--- config.mk ---
export PLATFORM = sky130hd
export DESIGN_NAME = lin_hdr_seq
export DESIGN_NICKNAME = d
export VERILOG_FILES = /design/src/rtl/lin_hdr_pkg.sv /design/src/rtl/lin_txbuf.sv /design/src/rtl/lin_hdr_fsm.sv /design/src/rtl/lin_rxbuf.sv /design/src/rtl/lin_hdr_seq.sv
export SDC_FILE = /design/constraint.sdc
export NUM_CORES = 1
export LEC_CHECK = 0
export BUFFER_PORTS_ARGS = -buffer_cell sky130_fd_sc_hd__buf_2
export CELL_PAD_IN_SITES_DETAIL_PLACEMENT = 1
export CELL_PAD_IN_SITES_GLOBAL_PLACEMENT = 1
export CORE_MARGIN = 5
export CORE_UTILIZATION = 33
export DETAILED_ROUTE_END_ITERATION = 8
export PLACE_DENSITY = 0.72
export REMOVE_ABC_BUFFERS = 1
export SKIP_CTS_REPAIR_TIMING = 1
export SLEW_MARGIN = 20
export SYNTH_ARGS = -nofsm -noshare
export SYNTH_HDL_FRONTEND = slang
export SYNTH_SLANG_ARGS = --single-unit
--- constraint.sdc ---
create_clock -name clk -period 1.7 [get_ports clk]
set_input_delay 0.085 -clock clk [delete_from_list [all_inputs] [get_ports clk]]
set_output_delay 0.085 -clock clk [all_outputs]
set_load 0.01 [all_outputs]
--- src/rtl/lin_hdr_pkg.sv ---
package lin_hdr_pkg;

    typedef enum logic [1:0] {
        ACT_PUB = 2'd0,
        ACT_SUB = 2'd1,
        ACT_IGN = 2'd2,
        ACT_RSV = 2'd3
    } lin_act_e;

    // Frame option fields, packed to match the first configuration byte bits [6:0]
    typedef struct packed {
        logic     fsdis;
        logic     dlm;
        logic     chktyp;
        logic     chkdis;
        logic     pardis;
        lin_act_e act;
    } lin_mode_t;

    localparam int MODE_W = $bits(lin_mode_t);

    typedef enum logic [2:0] {
        SQ_HEAD1,
        SQ_HEAD2,
        SQ_IDENT,
        SQ_PAYLD,
        SQ_SUBRX
    } seq_st_e;

    function automatic lin_mode_t decode_mode(input logic [7:0] b);
        return lin_mode_t'(b[MODE_W-1:0]);
    endfunction

    // State entered once the header of a frame is complete
    function automatic seq_st_e after_header(input lin_act_e a);
        case (a)
            ACT_PUB: return SQ_PAYLD;
            ACT_SUB: return SQ_SUBRX;
            default: return SQ_HEAD1;
        endcase
    endfunction

endpackage

--- src/rtl/lin_txbuf.sv ---
module lin_txbuf #(
    parameter int DW = 8
) (
    input  logic          clk,
    input  logic          rst,
    input  logic          wr,
    input  logic [DW-1:0] wdata,
    input  logic          consume,
    input  logic          hold_off,
    output logic          full,
    output logic [DW-1:0] bdata,
    output logic          txrdy,
    output logic          ovr
);
    logic          full_q;
    logic [DW-1:0] data_q;
    logic          ovr_q;
    logic          accept;

    assign txrdy  = !full_q && !hold_off;
    assign accept = wr && txrdy;

    always_ff @(posedge clk) begin
        if (rst) begin
            full_q <= 1'b0;
            data_q <= '0;
            ovr_q  <= 1'b0;
        end else begin
            if (accept) begin
                full_q <= 1'b1;
                data_q <= wdata;
            end else if (consume) begin
                full_q <= 1'b0;
            end
            if (wr && !txrdy) ovr_q <= 1'b1;
        end
    end

    assign full  = full_q;
    assign bdata = data_q;
    assign ovr   = ovr_q;
endmodule

--- src/rtl/lin_hdr_fsm.sv ---
module lin_hdr_fsm
    import lin_hdr_pkg::*;
#(
    parameter int DW = 8
) (
    input  logic          clk,
    input  logic          rst,
    input  logic          dma_mode,
    input  logic [DW-1:0] sw_mode,
    input  logic [DW-1:0] sw_dlc,
    input  logic [DW-1:0] sw_ident,
    input  logic          buf_full,
    input  logic [DW-1:0] buf_data,
    input  logic          pl_rdy,
    input  logic          rx_vld,
    output logic          consume,
    output logic          sub_active,
    output logic          pl_vld,
    output logic          frame_go,
    output lin_mode_t     mode_o,
    output logic [DW-1:0] dlc_o,
    output logic [DW-1:0] ident_o
);
    seq_st_e       st_q;
    lin_mode_t     mode_q;
    lin_mode_t     sw_fields;
    logic [DW-1:0] dlc_q;
    logic [DW-1:0] ident_q;
    logic [DW-1:0] left_q;
    logic          go_q;

    assign sw_fields  = decode_mode(sw_mode[7:0]);
    assign sub_active = (st_q == SQ_SUBRX);
    assign pl_vld     = buf_full && (st_q == SQ_PAYLD);
    assign consume    = buf_full && !sub_active && ((st_q != SQ_PAYLD) || pl_rdy);

    always_ff @(posedge clk) begin
        if (rst) begin
            st_q    <= SQ_HEAD1;
            mode_q  <= '0;
            dlc_q   <= '0;
            ident_q <= '0;
            left_q  <= '0;
            go_q    <= 1'b0;
        end else begin
            go_q <= 1'b0;
            case (st_q)
                SQ_HEAD1: if (consume) begin
                    if (dma_mode) begin
                        mode_q <= decode_mode(buf_data[7:0]);
                        st_q   <= SQ_HEAD2;
                    end else begin
                        mode_q  <= sw_fields;
                        dlc_q   <= sw_dlc;
                        left_q  <= sw_dlc;
                        ident_q <= buf_data;
                        go_q    <= 1'b1;
                        st_q    <= after_header(sw_fields.act);
                    end
                end
                SQ_HEAD2: if (consume) begin
                    dlc_q  <= buf_data;
                    left_q <= buf_data;
                    if (mode_q.act == ACT_PUB) begin
                        st_q <= SQ_IDENT;
                    end else begin
                        ident_q <= sw_ident;
                        go_q    <= 1'b1;
                        st_q    <= after_header(mode_q.act);
                    end
                end
                SQ_IDENT: if (consume) begin
                    ident_q <= buf_data;
                    go_q    <= 1'b1;
                    st_q    <= SQ_PAYLD;
                end
                SQ_PAYLD: if (consume) begin
                    if (left_q == '0) st_q <= SQ_HEAD1;
                    else              left_q <= left_q - 1'b1;
                end
                SQ_SUBRX: if (rx_vld) begin
                    if (left_q == '0) st_q <= SQ_HEAD1;
                    else              left_q <= left_q - 1'b1;
                end
                default: st_q <= SQ_HEAD1;
            endcase
        end
    end

    assign frame_go = go_q;
    assign mode_o   = mode_q;
    assign dlc_o    = dlc_q;
    assign ident_o  = ident_q;
endmodule

--- src/rtl/lin_rxbuf.sv ---
module lin_rxbuf #(
    parameter int DW = 8
) (
    input  logic          clk,
    input  logic          rst,
    input  logic          rx_vld,
    input  logic [DW-1:0] rx_data,
    input  logic          take_en,
    input  logic          rd,
    output logic          rdy,
    output logic [DW-1:0] hold
);
    logic          rdy_q;
    logic [DW-1:0] hold_q;
    logic          take;

    assign take = rx_vld && take_en;

    always_ff @(posedge clk) begin
        if (rst) begin
            rdy_q  <= 1'b0;
            hold_q <= '0;
        end else if (take) begin
            rdy_q  <= 1'b1;
            hold_q <= rx_data;
        end else if (rd) begin
            rdy_q  <= 1'b0;
        end
    end

    assign rdy  = rdy_q;
    assign hold = hold_q;
endmodule

--- src/rtl/lin_hdr_seq.sv ---
module lin_hdr_seq
    import lin_hdr_pkg::*;
#(
    parameter int DW = 8
) (
    input  logic          clk,
    input  logic          rst,
    input  logic          cfg_dma_en,
    input  logic [DW-1:0] sw_mode,
    input  logic [DW-1:0] sw_dlc,
    input  logic [DW-1:0] sw_ident,
    input  logic          thr_wr,
    input  logic [DW-1:0] thr_data,
    output logic          txrdy,
    output logic          tx_ovr,
    output logic          pl_vld,
    output logic [DW-1:0] pl_data,
    input  logic          pl_rdy,
    output logic          frame_go,
    output logic [1:0]    fr_act,
    output logic          fr_pardis,
    output logic          fr_chkdis,
    output logic          fr_chktyp,
    output logic          fr_dlm,
    output logic          fr_fsdis,
    output logic [DW-1:0] fr_dlc,
    output logic [DW-1:0] fr_ident,
    input  logic          rx_vld,
    input  logic [DW-1:0] rx_data,
    output logic          rxrdy,
    output logic [DW-1:0] rhr_data,
    input  logic          rhr_rd
);
    logic          buf_full;
    logic [DW-1:0] buf_data;
    logic          consume;
    logic          sub_active;
    lin_mode_t     mode;

    lin_txbuf #(.DW(DW)) u_txbuf (
        .clk      (clk),
        .rst      (rst),
        .wr       (thr_wr),
        .wdata    (thr_data),
        .consume  (consume),
        .hold_off (sub_active),
        .full     (buf_full),
        .bdata    (buf_data),
        .txrdy    (txrdy),
        .ovr      (tx_ovr)
    );

    lin_hdr_fsm #(.DW(DW)) u_fsm (
        .clk        (clk),
        .rst        (rst),
        .dma_mode   (cfg_dma_en),
        .sw_mode    (sw_mode),
        .sw_dlc     (sw_dlc),
        .sw_ident   (sw_ident),
        .buf_full   (buf_full),
        .buf_data   (buf_data),
        .pl_rdy     (pl_rdy),
        .rx_vld     (rx_vld),
        .consume    (consume),
        .sub_active (sub_active),
        .pl_vld     (pl_vld),
        .frame_go   (frame_go),
        .mode_o     (mode),
        .dlc_o      (fr_dlc),
        .ident_o    (fr_ident)
    );

    lin_rxbuf #(.DW(DW)) u_rxbuf (
        .clk     (clk),
        .rst     (rst),
        .rx_vld  (rx_vld),
        .rx_data (rx_data),
        .take_en (sub_active),
        .rd      (rhr_rd),
        .rdy     (rxrdy),
        .hold    (rhr_data)
    );

    assign pl_data   = buf_data;
    assign fr_act    = mode.act;
    assign fr_pardis = mode.pardis;
    assign fr_chkdis = mode.chkdis;
    assign fr_chktyp = mode.chktyp;
    assign fr_dlm    = mode.dlm;
    assign fr_fsdis  = mode.fsdis;
endmodule

=== Yosys cells after proc, flatten, opt, wreduce, memory -nomap -nowiden ===
Index checks and enable logic that the tools add are counted.

* $add $sub $neg: 1
* Eq/ne operators: 14
* Multiplexer cells: 35
* Reductions and logical operators: 25

{| class="wikitable"
|+ Operators by type and width
! operator !! number
|-
| two-way mux 8 bit || 10
|-
| one-hot mux 8 bit (4 select lines) || 1
|-
| two-way mux 3 bit || 9
|-
| one-hot mux 8 bit (3 select lines) || 1
|-
| one-hot mux 8 bit (2 select lines) || 1
|-
| one-hot mux 3 bit (5 select lines) || 1
|-
| != test 2 bit (second input constant) || 7
|-
| AND reduction 6 bit || 2
|-
| two-way mux 1 bit || 9
|-
| logical NOT 8 bit || 1
|-
| subtractor 8 x 1 -> 8 bit (second input constant) || 1
|-
| logical AND 1 bit || 7
|-
| two-way mux 7 bit || 1
|-
| == test 3 x 2 -> 1 bit (second input constant) || 2
|-
| one-hot mux 3 bit (2 select lines) || 1
|-
| nonzero test 2 bit || 3
|-
| AND reduction 5 bit || 1
|-
| == test 2 x 1 -> 1 bit (second input constant) || 2
|-
| logical NOT 2 bit || 2
|-
| AND reduction 4 bit || 1
|-
| nonzero test 4 bit || 1
|-
| == test 3 x 1 -> 1 bit (second input constant) || 1
|-
| == test 3 bit (second input constant) || 1
|-
| logical NOT 1 bit || 3
|-
| other kinds (6) || 6
|}

* Register bits: 54
* Logic and storage cells: 91

=== Longest topological paths before layout ===
Gate-level depths: netlist of the first run.

* Depth after elaboration: 6
* Mapped depth: 8
* Mapped depth without buffers: 7

=== Hierarchy ===
A second synthesis of the first run with hierarchy kept.

* Cell total of the unflattened synthesis: 327
* Area, all modules: 2895.3 µm²

{| class="wikitable"
|+ Modules (own cells, without submodules)
! module !! instances !! cells an instance !! area each (µm²)
|-
| lin_hdr_fsm || 1 || 243 || 2045.7
|-
| lin_txbuf || 1 || 43 || 445.4
|-
| lin_rxbuf || 1 || 41 || 404.1
|}

=== Worst setup path after synthesis of the first run ===
No wires, ideal clock.

* Path type: reg2reg
* From: reg u_fsm.left_q[2]
* To: reg u_fsm.left_q[4]
* Setup time: 0.060 ns
* Arrival time: 1.583 ns
* Required time: 1.640 ns
* Setup slack: 0.057 ns
* Cell stages (with the launch flop): 7
* Path buffers: 1
* Cell sequence: dfxtp_1 > nor4_4 > nand3b_2 > or3_1 > buf_6 > a311oi_2 > a41o_1

* Longest elaborated chain between the ends: 4
* Elaborated cells on any way between the ends: 6

{| class="wikitable"
|+ RTL lines
! what !! RTL line !! source
|-
| start: declaration || lin_hdr_fsm.sv:29 || <nowiki>logic [DW-1:0] left_q;</nowiki>
|-
| start signal: assignment || lin_hdr_fsm.sv:55 || <nowiki>left_q <= sw_dlc;</nowiki>
|-
| start signal: assignment || lin_hdr_fsm.sv:63 || <nowiki>left_q <= buf_data;</nowiki>
|-
| start signal: assignment || lin_hdr_fsm.sv:79 || <nowiki>else left_q <= left_q - 1'b1;</nowiki>
|-
| subtractor 8 x 1 -> 8 bit or logical NOT 8 bit (tied branches) || - ||
|-
| two-way mux 8 bit * || lin_hdr_fsm.sv:78, lin_hdr_fsm.sv:82 ||
|-
| two-way mux 8 bit (on tied branches) || lin_hdr_fsm.sv:81, lin_hdr_fsm.sv:77 ||
|-
| one-hot mux 8 bit (4 select lines) * || lin_hdr_fsm.sv:47 || <nowiki>case (st_q)</nowiki>
|}

Every way passes the cells marked *; elsewhere a longest branch is shown, timed or not. The select of a mux whose other input is x is not followed.
A chain may end at the register's enable or synchronous reset.

=== Worst setup path after layout of the first run ===
* From: reg u_fsm.left_q[5]
* To: reg u_fsm.left_q[0]

* Longest elaborated chain between the ends: 4
* Elaborated cells on any way between the ends: 5

{| class="wikitable"
|+ RTL lines
! what !! RTL line
|-
| logical NOT 8 bit * || lin_hdr_fsm.sv:78, lin_hdr_fsm.sv:82
|-
| two-way mux 8 bit * || -
|-
| two-way mux 8 bit (on tied branches) || -
|-
| one-hot mux 8 bit (4 select lines) * || -
|}

Marks and branches as above.

==> results of run 1 <==
-- layer usage --
layer | GRT usage | up-vias | routed length (um) | share of wire
met5 | 0 | - | 0 | 0
met4 | 0.03685 | 0 | 117 | 0.012
met3 | 0.02909 | 9 | 390 | 0.039
met2 | 0.3251 | 58 | 5164 | 0.52
met1 | 0.2242 | 1482 | 4253 | 0.43
li1 | - | 1494 | - | -
-- area by class of cell --
| type | instances | area, um2 | area share |
|---|---|---|---|
| clock buffers | 5 | 68.82 | 0.01754 |
| clock inverters | 2 | 13.76 | 0.003508 |
| inverters | 9 | 33.78 | 0.008610 |
| multi-input cells | 257 | 1748 | 0.4455 |
| flip-flops and latches | 54 | 1096 | 0.2793 |
| well taps | 105 | 131.4 | 0.03348 |
| repair buffers | 134 | 832.0 | 0.2121 |
-- stage by stage --
step	power, mW	utilization
2_1_floorplan	1.814	-
3_3_place_gp	2.175	0.4401
3_5_place_dp	2.199	0.4401
4_1_cts	2.925	0.4500
5_1_grt	3.145	0.4728
6_report	2.990	0.4728
-- power breakdown --
part | internal [mW] | total [mW] | switching (mW)
Clock | 0.286 | 0.729 | 0.443
Sequential | 1.34 | 1.42 | 0.0732
Combinational | 0.393 | 0.846 | 0.453
-- placed cells by master, fill, tap and decap left out, types with 2 or more instances in the layout --
cell type / n
mux2i_1: 18
dfxtp_1: 48
nand2_1: 36
o21ai_0: 11
o21a_1: 5
nor2_1: 47
a22oi_1: 4
nor4_4: 2
nand3_1: 16
a211o_1: 2
o21ai_1: 2
a311oi_1: 13
o22ai_1: 2
a32o_1: 2
nor3_1: 4
nor3_2: 3
buf_4: 39
a211oi_1: 10
nor3b_1: 3
o221ai_1: 3
a21oi_1: 17
a21oi_2: 5
inv_1: 9
buf_12: 3
buf_6: 3
nand3b_1: 3
nand4_1: 2
a41o_1: 2
a221oi_2: 4
buf_2: 89
nand2b_1: 4
o31ai_1: 5
dfxtp_2: 3
nor2b_1: 3
dfxtp_4: 3
clkbuf_8: 5
-- how the worst max path moves through the flow --
stage | cells past startpoint | startpoint | slack (ps) | endpoint
floorplan | 5 | u_fsm.st_q[0] | -570 | u_fsm.left_q[7]
global placement | 5 | u_fsm.st_q[0] | -60 | u_fsm.left_q[7]
detailed placement | 5 | u_fsm.st_q[0] | -80 | u_fsm.left_q[7]
CTS | 5 | u_fsm.st_q[0] | -110 | u_fsm.left_q[7]
global route | 5 | u_fsm.st_q[2] | -60 | u_fsm.st_q[1]
finish | 6 | u_fsm.left_q[5] | 20 | u_fsm.left_q[0]
-- worst register-to-register path, delay by kind of cell (launching register included) --
kind                   cells  cell delay, ps
AOI/OAI and AO/OA          1              50
DFF                        1             350
buffers and inverters      1             140
and+or+nand+nor            4            1030
-- kinds of logic (layout without fill, tap and decap cells) --
group / count (synthesis) / after routing / synth area share
AND/OR/NAND/NOR: 139 / 139 / 0.2417
flip-flops: 54 / 54 / 0.3796
multiplexers: 18 / 18 / 0.06327
adder cells (fa/ha/maj): 1 / 1 / 0.004393
AO/OA/AOI/OAI: 99 / 99 / 0.2526
buffers and inverters: 36 / 150 / 0.05844
-- sequential cells by signal, indices dropped and copies added (netlist names), 3 cells and up --
register,count
u_fsm.left_q,8
u_fsm.st_q,3
u_txbuf.bdata,8
u_rxbuf.hold,8
u_fsm.mode_o,7
u_fsm.dlc_o,8
u_fsm.ident_o,8
==> impl_metrics.py, run 1 <==
metrics = {
    "run_status": {
        "status": "finished clean",
    },
    "floorplan": {
        "rows": 33,
        "die_x_um": 102.9,
        "floorplan.initialDensity": 0.3431,
        "core_um2": 8299,
        "io_pins": 91,
        "fp.dieH_um": 102.9,
        "die_area_um2": 10590,
    },
    "cells_and_area": {
        "nets": 509,
        "stdcell_count": 566,
        "num-fill-cells": 1021,
        "area_growth_pct": 37.79,
        "num_antenna_cells": 0,
        "fin_area_um2": 3924,
        "drive_gt1_frac": 0.3926,
    },
    "sta": {
        "skew_ps": 19.20,
        "fmax_mhz": 594.5,
        "finalMaxSlewViolations": 0,
        "fin_crit_sh": 0.9895,
        "timing.setup.tns_ps": 0,
        "worst_slew_pin_slew_ps": 534.9,
        "whs_ps": 0.4545,
        "setup_violations": 0,
        "final_hold_viol_count": 0,
        "period_needed_ps": 1682,
        "grt_setup_unrepaired": "true",
        "setup_slack_ps": 17.86,
        "relSlewSlack": 0.6384,
    },
    "clock_tree": {
        "cts-buffers-inserted": 5,
        "cts_tree": "done",
        "cts-root-buf": "clkbuf_8",
        "cts_max_level": 2,
        "clk_pin_slew_ps": 110,
        "cts_buffer_depth": 2,
        "clk-insertion-delay-late_ps": 320,
        "numClockSinks": 54,
    },
    "synth": {
        "synth.top_cell.area_share": 0.3796,
        "synthTopCellsByArea": "dfxtp_1 (38%), mux2i_1 (6.3%), nor2_1 (6.3%), nand2_1 (4.7%), a311oi_1 (4.0%)",
        "yosys-top-cells-count": "dfxtp_1 (54), nor2_1 (48), nand2_1 (36)",
        "synth_top_flop_cell": "dfxtp_1",
        "synth-seq-cells": 54,
        "avgSynthCellArea_um2": 8.207,
        "syn-cell-area_um2": 2848,
        "yosysTopAreaCell": "dfxtp_1",
        "async_flop_share": 0,
        "synth_warnings": 0,
        "synth.most_common_cell": "dfxtp_1",
        "synth_edf_count": 0,
        "yosysSeqAreaShare": 0.3796,
        "synth_cell_types": 56,
        "netlist_instances": 347,
    },
    "min_path": {
        "holdPathEnd": "u_txbuf.bdata[4]",
        "hold_depth": 3,
        "min_path_type": "input pin to register",
        "hold_path_startpoint": "thr_data[4]",
    },
    "detailed_routing": {
        "wl_per_cell_um": 17.54,
        "wirelength_mm": 9.926,
        "vias": 3043,
        "drt_first_pass_iters": 4,
        "drtIter0Drc": 127,
        "drt.antenna.violating_nets": 0,
        "vias_per_cell": 5.376,
        "drc": 0,
    },
    "setup_path": {
        "worst-endpoint-required_ps": 1900,
        "cp_cell_sequence": "nor4_4 > nand3b_4 > or3_4 > buf_6 > nand3_1 > a21oi_2",
        "cp_data_arrival_time_ps": 1880,
        "setup.worst_path.end_class": "register",
        "start_kind": "register",
        "reg2regPathDepth": 6,
        "r2r-end": "u_fsm.left_q[0]",
        "critical_path_class": "register to register",
        "slowest_stage": "or3_4",
        "critPathMaxStageDelay_ps": 430,
        "crit_path_max_fanout": 5,
        "r2r_slack_ps": 20,
        "cpLargestDelayFamily": "simple AND/OR/NAND/NOR gates",
        "r2r_start": "u_fsm.left_q[5]",
        "critical_path_buf_inv_count": 1,
    },
    "grt": {
        "grt_pass1_wl_mm": 15.09,
        "grt_pass1_vias": 3014,
        "track_usage": 0.1797,
        "grt_antenna_before_repair": 0,
        "grt.overflow.total": 0,
        "grt_max_degree": 34,
    },
    "placement": {
        "routabilityCongestion": 0.8307,
        "place.port_buffers": 89,
        "dp_cells": 557,
        "place_ws_ps": -84.14,
        "detailed_place.area_um2": 3652,
        "dp_hpwl_mm": 7.550,
    },
    "power": {
        "power_leakage_nw": 1.704,
        "ir_worst_vdd_uv": 379.9,
        "powerDensity_nw_per_um2": 762.0,
    },
    "run": {
        "maxCapViolCount": 0,
    },
}
Power figures use the tool's default switching activity.
==> inputs of run 2 (changes only) <==
--- a/config.mk
+++ b/config.mk
@@ -8,11 +8,13 @@
 export BUFFER_PORTS_ARGS = -buffer_cell sky130_fd_sc_hd__buf_2
 export CELL_PAD_IN_SITES_DETAIL_PLACEMENT = 1
 export CELL_PAD_IN_SITES_GLOBAL_PLACEMENT = 1
+export CORE_ASPECT_RATIO = 1.75
 export CORE_MARGIN = 5
 export CORE_UTILIZATION = 33
 export DETAILED_ROUTE_END_ITERATION = 8
 export PLACE_DENSITY = 0.72
 export REMOVE_ABC_BUFFERS = 1
+export SETUP_SLACK_MARGIN = 0.02
 export SKIP_CTS_REPAIR_TIMING = 1
 export SLEW_MARGIN = 20
 export SYNTH_ARGS = -nofsm -noshare
==> run 2 against run 1 <==
  * Worst setup slack lost 16 ps
  * Clock skew fell by 14 ps
  * Utilization decreased by 0.32 points
  * Clock power grew 48%
  * Total power grew 11%
  * Global-route usage up 0.43 points
  * Highest routed layer unchanged
  * Final cell count up 2.7%
  * Die area up 0.69%
  * Largest power group unchanged
  * Register-to-register slack worse by 20 ps
==> impl_metrics.py, run 2 (same netlist as run 1, synthesis figures left out) <==
metrics = {
    "run_status": {
        "status": "finished clean",
    },
    "clock_tree": {
        "numClockSinks": 54,
        "cts_tree": "done",
        "cts_max_level": 2,
        "cts-buffers-inserted": 5,
        "cts_buffer_depth": 2,
        "clk_pin_slew_ps": 70,
        "clk-insertion-delay-late_ps": 300,
        "cts-root-buf": "clkbuf_16",
    },
    "grt": {
        "track_usage": 0.1840,
        "grt_max_degree": 34,
        "grt_pass1_wl_mm": 15.39,
        "grt.overflow.total": 0,
        "grt_antenna_before_repair": 0,
        "grt_pass1_vias": 3181,
    },
    "detailed_routing": {
        "wl_per_cell_um": 17.26,
        "vias": 3054,
        "drc": 0,
        "wirelength_mm": 10.03,
        "vias_per_cell": 5.256,
        "drt.antenna.violating_nets": 0,
        "drt_first_pass_iters": 4,
        "drtIter0Drc": 120,
    },
    "cells_and_area": {
        "drive_gt1_frac": 0.4095,
        "nets": 511,
        "fin_area_um2": 4019,
        "post-route-util": 0.4696,
        "num_antenna_cells": 0,
        "stdcell_count": 581,
        "area_growth_pct": 41.12,
        "final_common_cell": "buf_2",
        "final_cell_mix": "buf_2 (89), dfxtp_1 (48), buf_4 (42)",
    },
    "setup_path": {
        "start_kind": "register",
        "cp_data_arrival_time_ps": 1860,
        "crit_path_max_fanout": 6,
        "worst-endpoint-required_ps": 1860,
        "setup.worst_path.end_class": "register",
        "critical_path_class": "register to register",
    },
    "power": {
        "powerDensity_nw_per_um2": 829.2,
        "ir_worst_vdd_uv": 454.7,
        "power_leakage_nw": 1.737,
        "power_mw": 3.332,
    },
    "sta": {
        "worst_slew_pin_slew_ps": 487.1,
        "final_hold_viol_count": 0,
        "relSlewSlack": 0.6752,
        "setup_violations": 0,
        "grt_setup_unrepaired": "true",
        "timing.setup.tns_ps": 0,
        "period_needed_ps": 1698,
        "fmax_mhz": 588.9,
        "skew_ps": 5.047,
        "fin_crit_sh": 0.9989,
        "finalMaxSlewViolations": 0,
    },
    "floorplan": {
        "die_area_um2": 10660,
        "fp.dieH_um": 132.9,
        "floorplan.initialDensity": 0.3327,
        "die_x_um": 80.22,
        "core_um2": 8558,
        "rows": 45,
        "io_pins": 91,
    },
    "run": {
        "maxCapViolCount": 0,
    },
    "placement": {
        "dp_hpwl_mm": 7.792,
        "routabilityCongestion": 0.8487,
        "detailed_place.area_um2": 3675,
        "dp_cells": 570,
        "place.port_buffers": 89,
    },
    "min_path": {
        "min_path_type": "input pin to register",
    },
}
## run 2: cell count changes in the layout (fill, tap and decap cells not counted), moves of 2 or more
cell and delta:
a21oi_1 +3, a21oi_2 -3, buf_4 +3, clkbuf_16 +5, clkbuf_8 -4, nand3_1 -2
nor2_1 -6, nor2_2 +6, nor3_1 +2, nor3_2 -2
## run 2: report_power, final
part	internal (mW)	total, mW	switching [mW]
Sequential	1.34	1.42	0.0775
Combinational	0.394	0.828	0.434
Clock	0.593	1.08	0.491
Total	2.33	3.33	1.00
## run 2: path summary, 6_finish.rpt
check | to | slack, ps | from | cells past startpoint
worst max-delay path | u_fsm.left_q[6] | 2 | u_fsm.left_q[3] | 6
worst min-delay path | u_rxbuf.hold[1] | 20 | rx_data[1] | 3
worst max register to register | u_fsm.left_q[6] | 2 | u_fsm.left_q[3] | 6
worst min register to register | u_rxbuf.hold[1] | 450 | u_rxbuf.hold[1] | 2
## run 2: layout make-up
cell class / instances / area (um2)
clock buffers: 6 / 138.9
clock inverters: 2 / 16.27
fillers: 1084 / 4539
inverters: 9 / 33.78
multi-input cells: 257 / 1747
flip-flops and latches: 54 / 1094
well taps: 117 / 146.4
repair buffers: 136 / 843.3
## run 2: per-layer routing
layer / wire length (um) / vias to the layer above / track usage / part of all wire
li1: - / 1503 / - / -
met1: 3758 / 1474 / 0.1872 / 0.37
met2: 5729 / 61 / 0.3589 / 0.57
met3: 277 / 16 / 0.02180 / 0.028
met4: 265 / 0 / 0.07895 / 0.026
met5: 0 / - / 0 / 0
## run 2: worst max-delay path: stages (launching register included)
cell,delay (ps)
dfxtp_4,360
nor4_4,340
nand3b_4,150
or3_4,450
buf_6,140
nand4_1,60
a21oi_1,60
## run 2: metrics by stage
step | hold slack, ps | worst slack, ps
finish | 24.45 | 1.915
global route | 27.44 | -49.04
global placement | 323.7 | -64.26
floorplan | 154.1 | -565.5
detailed placement | 334.8 | -146.8
CTS | 18.08 | -188.7
==> inputs of run 3 (changes only) <==
--- a/config.mk
+++ b/config.mk
@@ -13,7 +13,6 @@
 export CORE_UTILIZATION = 33
 export DETAILED_ROUTE_END_ITERATION = 8
 export PLACE_DENSITY = 0.72
-export REMOVE_ABC_BUFFERS = 1
 export SETUP_SLACK_MARGIN = 0.02
 export SKIP_CTS_REPAIR_TIMING = 1
 export SLEW_MARGIN = 20
==> run 3 against run 2 <==
  * Non-clock buffer count up 3
  * Sequential power about the same
  * Global-route usage up 1.7 points
  * Largest cell class unchanged
  * Largest power group unchanged
  * Highest routed layer unchanged
==> impl_metrics.py, run 3 (same netlist as run 1, synthesis figures left out) <==
metrics = {
    "floorplan": {
        "floorplan.initialDensity": 0.3327,
        "rows": 45,
        "io_pins": 91,
        "core_um2": 8558,
        "fp.dieH_um": 132.9,
        "die_area_um2": 10660,
        "die_x_um": 80.22,
    },
    "setup_path": {
        "crit_path_max_fanout": 6,
        "cp_cell_sequence": "nor4_4 > nand3b_4 > or3_4 > buf_6 > nand3_2 > a32o_1",
        "start_kind": "register",
        "critPathMaxStageDelay_ps": 420,
        "critical_path_class": "register to register",
        "setup.worst_path.end_class": "register",
        "slowest_stage": "or3_4",
        "worst-endpoint-required_ps": 1930,
        "cp_data_arrival_time_ps": 1890,
        "r2r_slack_ps": 40,
        "reg2regPathDepth": 6,
    },
    "detailed_routing": {
        "drt_first_pass_iters": 4,
        "drc": 0,
        "wirelength_mm": 10.93,
        "wl_per_cell_um": 18.75,
        "drtIter0Drc": 153,
        "vias": 3165,
        "drt.antenna.violating_nets": 0,
        "vias_per_cell": 5.429,
    },
    "sta": {
        "relSlewSlack": 0.6433,
        "fin_crit_sh": 0.9748,
        "period_needed_ps": 1657,
        "fmax_mhz": 603.4,
        "skew_ps": 4.667,
        "finalMaxSlewViolations": 0,
        "worst_slew_pin_slew_ps": 527.6,
        "final_hold_viol_count": 0,
        "grt_setup_unrepaired": "true",
        "setup_violations": 0,
        "whs_ps": 23.95,
        "timing.setup.tns_ps": 0,
        "setup_slack_ps": 42.86,
    },
    "grt": {
        "track_usage": 0.2015,
        "grt_antenna_before_repair": 0,
        "grt_pass1_vias": 3220,
        "grt.overflow.total": 0,
        "grt_pass1_wl_mm": 16.59,
        "grt_max_degree": 25,
    },
    "clock_tree": {
        "cts_max_level": 2,
        "clk_pin_slew_ps": 70,
        "cts_buffer_depth": 2,
        "numClockSinks": 54,
        "cts_tree": "done",
        "cts-buffers-inserted": 5,
        "clk-insertion-delay-late_ps": 290,
        "cts-root-buf": "clkbuf_16",
    },
    "placement": {
        "routabilityCongestion": 0.8880,
        "dp_hpwl_mm": 8.415,
        "place_ws_ps": -107.4,
        "place.port_buffers": 89,
    },
    "cells_and_area": {
        "area_growth_pct": 42.18,
        "nets": 514,
        "drive_gt1_frac": 0.4120,
        "final_cell_mix": "buf_2 (89), dfxtp_1 (48), nor2_1 (46), buf_4 (46), nand2_1 (36)",
        "final_common_cell": "buf_2",
        "post-route-util": 0.4731,
        "num_antenna_cells": 0,
    },
    "run_status": {
        "status": "finished clean",
    },
    "synth": {
        "syn_nets": 395,
    },
    "min_path": {
        "min_path_type": "input pin to register",
        "hold_depth": 3,
    },
    "power": {
        "powerDensity_nw_per_um2": 807.3,
        "ir_worst_vdd_uv": 493.7,
        "power_leakage_nw": 1.733,
    },
    "run": {
        "maxCapViolCount": 0,
    },
}
run 3: layout make-up:
class / count / area [um2]
Clock buffer: 6 / 128.9
Clock inverter: 1 / 7.507
Fill cell: 1069 / 4509
Inverter: 9 / 33.78
Multi-Input combinational cell: 257 / 1783
Sequential cell: 54 / 1096
Tap cell: 117 / 146.4
Timing Repair Buffer: 139 / 853.3
run 3: worst max-delay path, delay by kind of cell, from the launching register on:
kind                   cells  cell delay (ps)
buffers and inverters      1              150
flip-flops                 1              340
AND/OR/NAND/NOR            4              970
AO/OA/AOI/OAI              1              140
run 3: metrics by stage:
step | power [mW] | cells | area (um2)
floorplan | 1.858 | 347 | 2848
global placement | 2.185 | 573 | 3685
detailed placement | 2.211 | 573 | 3685
CTS | 3.220 | 580 | 3821
global route | 3.425 | 583 | 4049
finish | 3.268 | 583 | 4049
run 3: metal layers:
layer  wire length [um]  global-route usage
met1               3908              0.2000
met3                339             0.03065
met5                  0                   0
met2               6066              0.3764
met4                615              0.1222
run 3: power breakdown:
part           total, mW  internal (mW)  switching, mW  leakage (nW)
registers           1.42           1.34         0.0745         0.444
clock network      0.991          0.539          0.451        0.0629
logic              0.860          0.397          0.463          1.23
run 3: path summary, 6_finish.rpt:
kind / from / to
worst max-delay path: u_fsm.left_q[5] / u_fsm.left_q[5]
worst min-delay path: rx_data[0] / u_rxbuf.hold[0]
worst max register to register: u_fsm.left_q[5] / u_fsm.left_q[5]
worst min register to register: u_txbuf.ovr / u_txbuf.ovr
